[src/rtl/pmpdec_pkg.sv]
package pmpdec_pkg;

  typedef enum logic [1:0] {
    MATCH_OFF   = 2'd0,
    MATCH_TOR   = 2'd1,
    MATCH_NA4   = 2'd2,
    MATCH_NAPOT = 2'd3
  } match_e;

endpackage

[src/rtl/pmpdec_tor.sv]
module pmpdec_tor #(
  parameter int AW = 32,
  localparam int BW = AW + 2
) (
  input  logic [AW-1:0] cur_word,
  input  logic [AW-1:0] prev_word,
  input  logic          no_prev,
  output logic [BW-1:0] lo_byte,
  output logic [BW-1:0] hi_byte,
  output logic          collapsed
);

  logic [BW-1:0] lo_raw;
  logic [BW-1:0] hi_raw;

  // Lower bound starts at the neighbour's top; an entry with no neighbour begins at zero.
  always_comb begin
    lo_raw = no_prev ? '0 : {prev_word, 2'b00};
    hi_raw = {cur_word, 2'b00} - BW'(1);
  end

  assign collapsed = lo_raw > hi_raw;
  assign lo_byte   = collapsed ? '0 : lo_raw;
  assign hi_byte   = collapsed ? '0 : hi_raw;

endmodule

[src/rtl/pmpdec_natural.sv]
module pmpdec_natural #(
  parameter int AW       = 32,
  parameter bit POW2_SZ  = 1'b1,
  localparam int BW      = AW + 2
) (
  input  logic [AW-1:0] word,
  output logic [BW-1:0] lo_byte,
  output logic [BW-1:0] hi_byte
);

  logic [BW-1:0] filled;
  assign filled = {word, 2'b11};

  generate
    if (POW2_SZ) begin : g_pow2
      logic [BW-1:0] bumped;
      // Adding one clears the run of trailing ones and sets the bit above it.
      assign bumped  = filled + BW'(1);
      assign lo_byte = filled & bumped;
      assign hi_byte = filled | bumped;
    end else begin : g_quad
      assign lo_byte = {word, 2'b00};
      assign hi_byte = filled;
    end
  endgenerate

endmodule

[src/rtl/pmpdec_stage.sv]
module pmpdec_stage #(
  parameter int DW      = 8,
  parameter bit REG_OUT = 1'b1
) (
  input  logic          clk,
  input  logic          rst_n,
  input  logic          in_valid,
  output logic          in_ready,
  input  logic [DW-1:0] in_data,
  output logic          out_valid,
  input  logic          out_ready,
  output logic [DW-1:0] out_data
);

  generate
    if (REG_OUT) begin : g_reg
      logic          full_q;
      logic [DW-1:0] data_q;

      always_ff @(posedge clk or negedge rst_n) begin
        if (!rst_n) begin
          full_q <= 1'b0;
          data_q <= '0;
        end else if (in_valid && in_ready) begin
          full_q <= 1'b1;
          data_q <= in_data;
        end else if (out_ready) begin
          full_q <= 1'b0;
        end
      end

      assign in_ready  = !full_q || out_ready;
      assign out_valid = full_q;
      assign out_data  = data_q;
    end else begin : g_wire
      assign in_ready  = out_ready;
      assign out_valid = in_valid;
      assign out_data  = in_data;
    end
  endgenerate

  AST_STALL_BLOCKS: assert property (@(posedge clk) disable iff (!rst_n)
    (out_valid && !out_ready) |-> !in_ready);

  AST_OUT_HOLD: assert property (@(posedge clk) disable iff (!rst_n)
    (REG_OUT && out_valid && !out_ready) |=> (out_valid && $stable(out_data)));

endmodule

[src/rtl/pmp_bounds_decoder.sv]
module pmp_bounds_decoder
  import pmpdec_pkg::*;
#(
  parameter int XLEN    = 32,
  parameter bit REG_OUT = 1'b1,
  localparam int BW     = XLEN + 2,
  localparam int PW     = 2 * BW + 1
) (
  input  logic            clk,
  input  logic            rst_n,
  input  logic            in_valid,
  output logic            in_ready,
  input  logic [1:0]      in_mode,
  input  logic [XLEN-1:0] in_addr,
  input  logic [XLEN-1:0] in_prev_addr,
  input  logic            in_first,
  output logic            out_valid,
  input  logic            out_ready,
  output logic [BW-1:0]   out_start,
  output logic [BW-1:0]   out_end,
  output logic            out_active
);

  match_e        mode;
  logic [BW-1:0] tor_lo, tor_hi, na4_lo, na4_hi, pow_lo, pow_hi;
  logic          tor_empty;
  logic [BW-1:0] sel_lo, sel_hi;
  logic          sel_active;
  logic [PW-1:0] pack_in, pack_out;

  assign mode = match_e'(in_mode);

  pmpdec_tor #(.AW(XLEN)) u_tor (
    .cur_word  (in_addr),
    .prev_word (in_prev_addr),
    .no_prev   (in_first),
    .lo_byte   (tor_lo),
    .hi_byte   (tor_hi),
    .collapsed (tor_empty)
  );

  pmpdec_natural #(.AW(XLEN), .POW2_SZ(1'b0)) u_na4 (
    .word    (in_addr),
    .lo_byte (na4_lo),
    .hi_byte (na4_hi)
  );

  pmpdec_natural #(.AW(XLEN), .POW2_SZ(1'b1)) u_napot (
    .word    (in_addr),
    .lo_byte (pow_lo),
    .hi_byte (pow_hi)
  );

  always_comb begin
    sel_active = 1'b1;
    unique case (mode)
      MATCH_TOR:   begin sel_lo = tor_lo; sel_hi = tor_hi; end
      MATCH_NA4:   begin sel_lo = na4_lo; sel_hi = na4_hi; end
      MATCH_NAPOT: begin sel_lo = pow_lo; sel_hi = pow_hi; end
      default: begin
        sel_lo     = '0;
        sel_hi     = '1;
        sel_active = 1'b0;
      end
    endcase
  end

  assign pack_in = {sel_active, sel_hi, sel_lo};

  pmpdec_stage #(.DW(PW), .REG_OUT(REG_OUT)) u_stage (
    .clk       (clk),
    .rst_n     (rst_n),
    .in_valid  (in_valid),
    .in_ready  (in_ready),
    .in_data   (pack_in),
    .out_valid (out_valid),
    .out_ready (out_ready),
    .out_data  (pack_out)
  );

  assign out_start  = pack_out[BW-1:0];
  assign out_end    = pack_out[2*BW-1:BW];
  assign out_active = pack_out[PW-1];

  AST_TOR_ORDER: assert property (@(posedge clk) disable iff (!rst_n)
    (in_valid && !tor_empty) |-> (tor_lo <= tor_hi));

  AST_TOR_EMPTY_ZERO: assert property (@(posedge clk) disable iff (!rst_n)
    (in_valid && tor_empty) |-> (tor_lo == '0 && tor_hi == '0));

  AST_NA4_SPAN: assert property (@(posedge clk) disable iff (!rst_n)
    in_valid |-> (na4_hi - na4_lo == BW'(3) && na4_lo[1:0] == 2'b00));

  AST_NAPOT_SHAPE: assert property (@(posedge clk) disable iff (!rst_n)
    in_valid |-> ((((pow_hi - pow_lo) & (pow_hi - pow_lo + BW'(1))) == '0)
                  && ((pow_lo & (pow_hi - pow_lo)) == '0)
                  && (pow_hi - pow_lo >= BW'(7))));

  AST_OFF_WHOLE: assert property (@(posedge clk) disable iff (!rst_n)
    (in_valid && in_mode == 2'd0) |-> (sel_lo == '0 && (&sel_hi) && !sel_active));

endmodule

[config.mk]
export PLATFORM = sky130hd
export DESIGN_NAME = pmp_bounds_decoder
export DESIGN_NICKNAME = d
export VERILOG_FILES = /design/src/rtl/pmpdec_pkg.sv /design/src/rtl/pmpdec_tor.sv /design/src/rtl/pmpdec_natural.sv /design/src/rtl/pmpdec_stage.sv /design/src/rtl/pmp_bounds_decoder.sv
export SDC_FILE = /design/constraint.sdc
export NUM_CORES = 1
export LEC_CHECK = 0
export ABC_AREA = 1
export CORE_MARGIN = 2
export CORE_UTILIZATION = 45
export DETAILED_ROUTE_END_ITERATION = 7
export PLACE_DENSITY = 0.76
export SYNTH_ARGS = -nofsm -noshare
export SYNTH_HDL_FRONTEND = slang
export SYNTH_SLANG_ARGS = --single-unit
[constraint.sdc]
create_clock -name clk -period 1.5 [get_ports clk]
set_input_delay 0.375 -clock clk [delete_from_list [all_inputs] [get_ports clk]]
set_output_delay 0.375 -clock clk [all_outputs]
set_load 0.02 [all_outputs]
==> impl_metrics.ini, run 1 <==
[placed_design]
portBuffers = 139
gp_congestion = 1.07
placed_area_um2 = 9390
hpwl_um = 19700
dpl.cell_count = 1494

[floorplan]
dieArea_um2 = 14900
row_count = 43
io_pins = 142
coreArea_um2 = 13700
die_width_um = 122
initial_utilization = 0.456
dieHeight_um = 122

[power_and_ir_drop]
power_frac_clock = 0.309
pwr-share-comb = 0.402
p_sw_mw = 2.81
p_int_mw = 4.82
irDropWorstVdd_v = 0.000580
switching_share = 0.368
p_per_area_nw_per_um2 = 699
pwr-share-seq = 0.289
power_leakage_nw = 5.73

[finish]
ff_latch_area_um2 = 1680
nets = 1482
fillCellCount = 963
drive_gt1_frac = 0.350
fin_util = 0.796
antennaDiodeCount = 0
multi_input_area_um2 = 4550
area_delta_synth_final_pct = 74.4
final_cells = 1561
mostFrequentLayoutCells = nand2_1, buf_4, inv_1
layout_commonest_cell = nand2_1
finalInstanceArea_um2 = 10900

[critical_path]
startpoint_type = input port
worst_path_most_repeated_cell = nand2_1
worst-path-buf-inv = 6
cp_cell_sequence = dlygate4sd2_1 > nor2_2 > nand2_2 > buf_4 > nor2_4 > buf_6 > xor2_2 > inv_1 > ha_1 > a21oi_1 > o21ai_2 > nand2_1 > a21oi_1 > nor2_2 > buf_4 > buf_4 > nand4_1 > nand2_1 > nand2_1 > nand2_1
critPathMaxFanout = 17
cp_top_family = simple AND/OR/NAND/NOR gates
slowest_delay_ns = 0.31
endpoint_kind = flop
crit_path_top_delay_cell = ha_1
arrival_ns = 3.37
path_class = input port to flop
worstPathRequired_ns = 1.79

[route]
avgRoutedWirePerCell_um = 18.6
finalWirelength_um = 29100
ant_nets = 0
drtPass1Iterations = 5
drt_iter0_drc = 976
drt_drc_violations_left = 0
drt-vias-per-instance = 5.53
vias = 8629

[timing]
worstMarginPinSlew_ns = 0.523
fin_skew_ns = 0.00721
min_period_ns = 3.08
setup_ws_ns = -1.58
slew_headroom = 0.649
fin_setup_tns_ns = -96.70
fmax_mhz = 325
rsz0062_at_grt = true
hold_viol_final = 0
finalCritPeriodShare = 2.05
setup_violations = 65
slew_violations = 0
worst_hold_slack_ns = 0.0167

[clock_network]
cts_tree = built
clock-root-buffer = clkbuf_16
cts-buffers-inserted = 9
clock-sinks = 67
cts_buffer_depth = 2
postCtsHoldBufs = 0
clk_latency_ns = 0.35
h-tree-depth = 3
path_clk_slew_ns = 0.07

[global_routing]
grt_pass1_vias = 8077
gr-usage-met1 = 0.487
gr-total-overflow = 0
grt_busiest_layer = met2
globalRouteMet3Util = 0.0632
track_usage = 0.368
use_met2 = 0.602
grt_pass1_wl_um = 42000
grt_max_degree = 68
antenna_found_initial = 0

[hold_path]
hold_path_class = input port to asynchronous set/reset pin

[logic_synthesis]
synthArstFlopShare = 1.00
synth.avg_cell_area_um2 = 6.21
synth-seq-cells = 67
synth_edf_count = 0
yosys_warnings = 0
ys_seq_area_frac = 0.268
netlist_area_um2 = 6260
ys_types = 41
syn_inst = 1009
synth_ff_type = dfrtp_1

[job]
drv_cap = 0

[status]
violations = negative setup slack
status = finished with violations
power groups by stage:
stage          logic (mW)  registers (mW)  clock network [mW]
6_report             3.07            2.21                2.36
5_1_grt              3.27            2.24                2.45
4_1_cts              2.84            2.21                2.36
3_5_place_dp         2.78            2.24                   0
3_3_place_gp         2.74            2.24                   0
2_1_floorplan       0.980            2.57                   0
per-layer routing:
metal | part of all wire | routed length, um
met5 | 0 | 0
met4 | 0.048 | 1390
met3 | 0.093 | 2700
met2 | 0.46 | 13500
met1 | 0.40 | 11500
kinds of logic (layout without fill, tap and decap cells):
kind of cell               after synthesis  after routing  share of synthesized area
and+or+nand+nor                        571            571                      0.397
buffers and inverters                  197            568                      0.130
AOI/OAI and AO/OA                      113            113                     0.0995
DFF                                     67             67                      0.268
adders and majority gates               35             35                     0.0699
xor gates and xnor gates                25             25                     0.0350
other                                    1              2                   0.000599
path summary, 6_finish.rpt:
path                                                      start                               end  slack (ns)  cells past startpoint
worst min-delay path                                      rst_n  u_stage.out_data[18]$_DFFE_PN0P_        0.02                      2
min in group clk                u_stage.out_data[9]$_DFFE_PN0P_   u_stage.out_data[9]$_DFFE_PN0P_        0.47                      2
worst max-delay path                                in_addr[15]  u_stage.out_data[10]$_DFFE_PN0P_       -1.58                     20
max in group asynchronous                                 rst_n  u_stage.out_data[56]$_DFFE_PN0P_        1.11                      2
worst min register to register  u_stage.out_data[9]$_DFFE_PN0P_   u_stage.out_data[9]$_DFFE_PN0P_        0.47                      2
worst max register to register    u_stage.out_valid$_DFFE_PN0P_  u_stage.out_data[40]$_DFFE_PN0P_       -0.12                      7
repair_timing:
item,4_1_cts,5_1_grt
buffers inserted,30,17
pin swaps,40,49
resized for setup,282,106
cloned,3,4
setup endpoints to repair,134,69
through the flow:
| stage | total power, mW | worst slack [ns] |
|---|---|---|
| 2_1_floorplan | 3.55 | -1.37 |
| 3_3_place_gp | 4.99 | -2.28 |
| 3_5_place_dp | 5.02 | -2.37 |
| 4_1_cts | 7.40 | -1.53 |
| 5_1_grt | 7.96 | -1.69 |
| 6_report | 7.63 | -1.58 |
state kept, by name, summed over array words and instances (netlist names):
signal	count
u_stage.out_valid	1
u_stage.out_data	66
cells in the mapped netlist, types with 2 or more instances:
master	count	area share
nand2_1	291	0.17
inv_1	140	0.084
nor2_1	139	0.083
a21oi_1	70	0.056
dfrtp_1	67	0.27
nand4_1	53	0.053
nand3_1	39	0.031
ha_1	35	0.070
clkbuf_1	29	0.017
xor2_1	23	0.032
o21ai_0	21	0.017
nor3_1	16	0.013
buf_2	14	0.011
nor2_2	9	0.0090
buf_4	8	0.0096
a211oi_1	4	0.0048
buf_6	4	0.0072
nor2_4	4	0.0072
nor4_1	4	0.0040
o211ai_1	4	0.0048
a221oi_1	3	0.0042
a31o_2	3	0.0042
nand2_2	3	0.0030
nand3_2	3	0.0048
buf_1	2	0.0012
nor3_2	2	0.0032
o21a_1	2	0.0024
o21ai_1	2	0.0016
or2_2	2	0.0020
xnor2_1	2	0.0028
area by class of cell:
type                       instances  share of cell area
clock buffer                       9              0.0206
clock inverter                     7             0.00848
inverter                         140              0.0489
multi-input combinational        746               0.417
sequential                        67               0.154
tap                              180              0.0206
timing repair buffer             412               0.331
No activity file was read; power rests on OpenSTA's default activity.
==> run 2: changes to the inputs <==
Settings changed: CORE_ASPECT_RATIO from default to 1.25.
==> run 2 against run 1 <==
The run still ends with negative setup slack left. Combinational power fell by 7.5%. Utilization fell by 4.6 points. Clock power fell by 14%. Die area barely moved. Power fell by 7.0%. Sequential power barely moved. Sequential share of layout area rose by 0.96 points. Worst hold slack improved by 0.031 ns. Worst setup slack got worse by 0.16 ns. First-iteration DRC count fell by 34%. Via count fell by 5.7%. Highest routed layer unchanged.
==> impl_metrics.ini, run 2 (synthesized netlist as in run 1, its figures left out) <==
[status]
status = finished with violations
violations = negative setup slack

[floorplan]
dieHeight_um = 136
initial_utilization = 0.457
io_pins = 142
row_count = 48
die_width_um = 110
dieArea_um2 = 14900
coreArea_um2 = 13700

[critical_path]
worstPathRequired_ns = 1.75
reg2reg_slack_ns = -0.15
r2r_end = u_stage.out_data[48]$_DFFE_PN0P_
worstRegToRegCells = 8
path_class = input port to flop
startpoint_type = input port
reg2reg_from = u_stage.out_valid$_DFFE_PN0P_
arrival_ns = 3.49
critPathMaxFanout = 13
endpoint_kind = flop

[job]
drv_cap = 0

[power_and_ir_drop]
power.total_mw = 7.10
p_per_area_nw_per_um2 = 691
irDropWorstVdd_v = 0.000504
power_leakage_nw = 5.45

[timing]
fin_setup_tns_ns = -102.34
min_period_ns = 3.24
rsz0062_at_grt = true
finalCritPeriodShare = 2.16
hold_viol_final = 0
setup_violations = 65
worst_hold_slack_ns = 0.0479
slew_headroom = 0.665
fmax_mhz = 309
worstMarginPinSlew_ns = 0.500
setup_ws_ns = -1.74
slew_violations = 0
fin_skew_ns = 0.0104

[global_routing]
track_usage = 0.345
gr-total-overflow = 0
grt_max_degree = 68
grt_pass1_vias = 7547
antenna_found_initial = 0
grt_pass1_wl_um = 38900

[finish]
final_cells = 1519
layout_commonest_cell = nand2_1
mostFrequentLayoutCells = nand2_1, buf_4, inv_1
nets = 1447
largest_reg_flops = 66
area_delta_synth_final_pct = 64.1
antennaDiodeCount = 0
drive_gt1_frac = 0.301
fin_util = 0.751

[clock_network]
clock-root-buffer = clkbuf_16
postCtsHoldBufs = 0
h-tree-depth = 3
cts-buffers-inserted = 9
path_clk_slew_ns = 0.06
clk_latency_ns = 0.35
cts_buffer_depth = 2
cts_tree = built
clock-sinks = 67

[route]
drt-vias-per-instance = 5.36
finalWirelength_um = 26600
drtPass1Iterations = 5
drt_iter0_drc = 648
drt_drc_violations_left = 0
ant_nets = 0
avgRoutedWirePerCell_um = 17.5
vias = 8138

[placed_design]
portBuffers = 139
hpwl_um = 19300
dpl.cell_count = 1469
gp_congestion = 1.01

[hold_path]
hold_path_class = input port to asynchronous set/reset pin
run 2: per-layer routing:
layer  share of wire  up-vias  GRT usage  routed length (um)
met4           0.056        0      0.174                1490
met5               0        -          0                   0
met3           0.062       82     0.0388                1640
met2            0.48      384      0.576               12800
li1                -     3861          -                   -
met1            0.40     3811      0.438               10700
run 2: critical path, cell delays in order:
cell and delay (ns):
buf_8 0.10, nor2_4 0.11, nand2_2 0.08, nor2_4 0.18, nand3_4 0.11, nor3_4 0.29, nand2_1 0.16, xor2_1 0.27
inv_1 0.09, ha_1 0.32, a21oi_1 0.14, o21ai_1 0.11, nand2_1 0.09, a21oi_2 0.06, nor2_2 0.16, nand2_2 0.11
nor2_4 0.29, buf_12 0.19, nand2_1 0.06, a21oi_1 0.19
run 2: report_power, final:
group / switching (mW) / internal [mW] / leakage (nW) / total (mW)
Clock: 0.848 / 1.19 / 0.131 / 2.04
Sequential: 0.149 / 2.07 / 0.801 / 2.22
Combinational: 1.64 / 1.20 / 4.52 / 2.84
Total: 2.64 / 4.46 / 5.45 / 7.10
run 2: cell type report:
cell class              count  area, um2
clock buffers              12        256
clock inverters             2       12.5
fillers                  1140       3420
inverters                 140        529
multi-input cells         746       4320
flip-flops and latches     67       1680
well taps                 175        219
repair buffers            377       3260
run 2: metrics by stage:
stage / area [um2] / worst slack (ns)
after floorplan: 6360 / -1.37
after global placement: 9260 / -2.31
after detailed placement: 9260 / -2.33
after CTS: 9750 / -1.61
after global routing: 10300 / -1.82
final: 10300 / -1.74
run 2: how the worst max path moves through the flow:
stage          startpoint                          endpoint  depth (start not counted)
4_1_cts        in_addr[1]  u_stage.out_data[22]$_DFFE_PN0P_                         23
2_1_floorplan  in_addr[2]  u_stage.out_data[55]$_DFFE_PN0P_                         22
3_3_place_gp   in_addr[0]   u_stage.out_data[2]$_DFFE_PN0P_                         20
6_report       in_addr[1]  u_stage.out_data[39]$_DFFE_PN0P_                         20
3_5_place_dp   in_addr[0]   u_stage.out_data[2]$_DFFE_PN0P_                         20
5_1_grt        in_addr[1]  u_stage.out_data[39]$_DFFE_PN0P_                         20
run 2: repair_timing:
action / 4_1_cts / 5_1_grt
setup buffers: 22 / 13
endpoints found under the setup margin: 135 / 67
pin swaps: 42 / 58
gates resized for setup: 200 / 111
endpoints found under the hold margin: 0 / 0
cloned: 2 / 2
==> run 3: changes to the inputs <==
Settings changed: SKIP_CTS_REPAIR_TIMING from default to 1.
==> run 3 against run 2 <==
The flow still finishes with violations (negative setup slack). Register-to-register slack better by 0.03 ns. Global-route usage is 1.6 points lower. Clock skew is 0.00055 ns higher. Worst hold slack hardly changed. Largest power group unchanged.
==> impl_metrics.ini, run 3 (synthesized netlist as in run 1, its figures left out) <==
[timing]
min_period_ns = 3.17
worstMarginPinSlew_ns = 0.520
fin_skew_ns = 0.0110
setup_violations = 66
setup_ws_ns = -1.67
slew_violations = 0
finalCritPeriodShare = 2.12
slew_headroom = 0.651
fmax_mhz = 315
rsz0062_at_grt = true
worst_hold_slack_ns = 0.0479
hold_viol_final = 0

[global_routing]
track_usage = 0.330
antenna_found_initial = 0
grt_pass1_wl_um = 37300
gr-total-overflow = 0
grt_pass1_vias = 7230
grt_max_degree = 68

[floorplan]
io_pins = 142
dieHeight_um = 136
coreArea_um2 = 13700
dieArea_um2 = 14900
row_count = 48
initial_utilization = 0.457
die_width_um = 110

[finish]
finalInstanceArea_um2 = 10100
drive_gt1_frac = 0.234
ff_latch_area_um2 = 1680
area_delta_synth_final_pct = 61.4
largest_reg_flops = 66
nets = 1425
multi_input_area_um2 = 4020
fillCellCount = 1121
mostFrequentLayoutCells = nand2_1, buf_4, inv_1
layout_commonest_cell = nand2_1
antennaDiodeCount = 0

[route]
ant_nets = 0
finalWirelength_um = 25700
drt-vias-per-instance = 5.30
avgRoutedWirePerCell_um = 17.2
drt_drc_violations_left = 0
drt_iter0_drc = 701
vias = 7939
drtPass1Iterations = 5

[power_and_ir_drop]
power_leakage_nw = 5.98
p_per_area_nw_per_um2 = 699
irDropWorstVdd_v = 0.000509

[critical_path]
endpoint_kind = flop
critPathMaxFanout = 5
worstPathRequired_ns = 1.73
arrival_ns = 3.41
startpoint_type = input port
path_class = input port to flop

[job]
drv_cap = 0

[clock_network]
cts_buffer_depth = 2
path_clk_slew_ns = 0.06
cts-buffers-inserted = 9
clock-sinks = 67
cts_tree = built
clk_latency_ns = 0.35
h-tree-depth = 3
clock-root-buffer = clkbuf_16

[placed_design]
gp_congestion = 1.01
hpwl_um = 19300
place_ws_ns = -2.33
placed_area_um2 = 9260
portBuffers = 139

[status]
status = finished with violations
violations = negative setup slack

[hold_path]
hold_path_class = input port to asynchronous set/reset pin
[run 3: power by group]
group	switching [mW]	internal, mW
Sequential	0.149	2.07
Clock	0.841	1.19
Combinational	1.55	1.27
[run 3: final timing paths]
kind / start / to / slack [ns] / cells past startpoint
min in group clk: u_stage.out_data[29]$_DFFE_PN0P_ / u_stage.out_data[29]$_DFFE_PN0P_ / 0.47 / 2
hold reg to reg: u_stage.out_data[29]$_DFFE_PN0P_ / u_stage.out_data[29]$_DFFE_PN0P_ / 0.47 / 2
max in group asynchronous: rst_n / u_stage.out_data[22]$_DFFE_PN0P_ / 1.13 / 2
hold / removal: rst_n / u_stage.out_data[4]$_DFFE_PN0P_ / 0.05 / 2
setup reg to reg: u_stage.out_valid$_DFFE_PN0P_ / u_stage.out_data[55]$_DFFE_PN0P_ / -0.12 / 7
setup / recovery: in_addr[0] / u_stage.out_data[2]$_DFFE_PN0P_ / -1.67 / 20
[run 3: layout make-up]
| type | count | share of cell area |
|---|---|---|
| Multi-Input combinational cell | 746 | 0.398 |
| Clock inverter | 2 | 0.00124 |
| Inverter | 140 | 0.0524 |
| Sequential cell | 67 | 0.166 |
| Tap cell | 175 | 0.0217 |
| Timing Repair Buffer | 355 | 0.336 |
| Clock buffer | 12 | 0.0254 |
[run 3: stage by stage]
stage          power, mW  setup TNS [ns]  cells  utilization
5_1_grt             7.40         -117.31   1497        0.738
3_5_place_dp        5.01         -147.99   1469        0.676
4_1_cts             7.05         -138.60   1483        0.696
6_report            7.06         -105.43   1497        0.738
2_1_floorplan       3.55          -85.35   1010            -
3_3_place_gp        4.97         -147.38   1469        0.676
[run 3: critical path, stage by stage]
cell and delay, ns:
dlymetal6s2s_1 0.20, clkinvlp_4 0.13, ha_4 0.14, nand2_2 0.11, nor3_4 0.16, nand4_1 0.18
nor2_4 0.17, xor2_2 0.16, inv_1 0.09, ha_1 0.27, nand2_1 0.09, nor2_4 0.11
nand4_1 0.20, nor4_4 0.36, nand2_4 0.15, buf_6 0.15, nand4_1 0.16, nand2_1 0.08
nand2_1 0.06, nand2_1 0.05
[run 3: layer usage]
metal	global-route usage	wire [um]
met5	0	0
met4	0.142	1210
met3	0.0312	1280
met2	0.556	12500
met1	0.426	10700
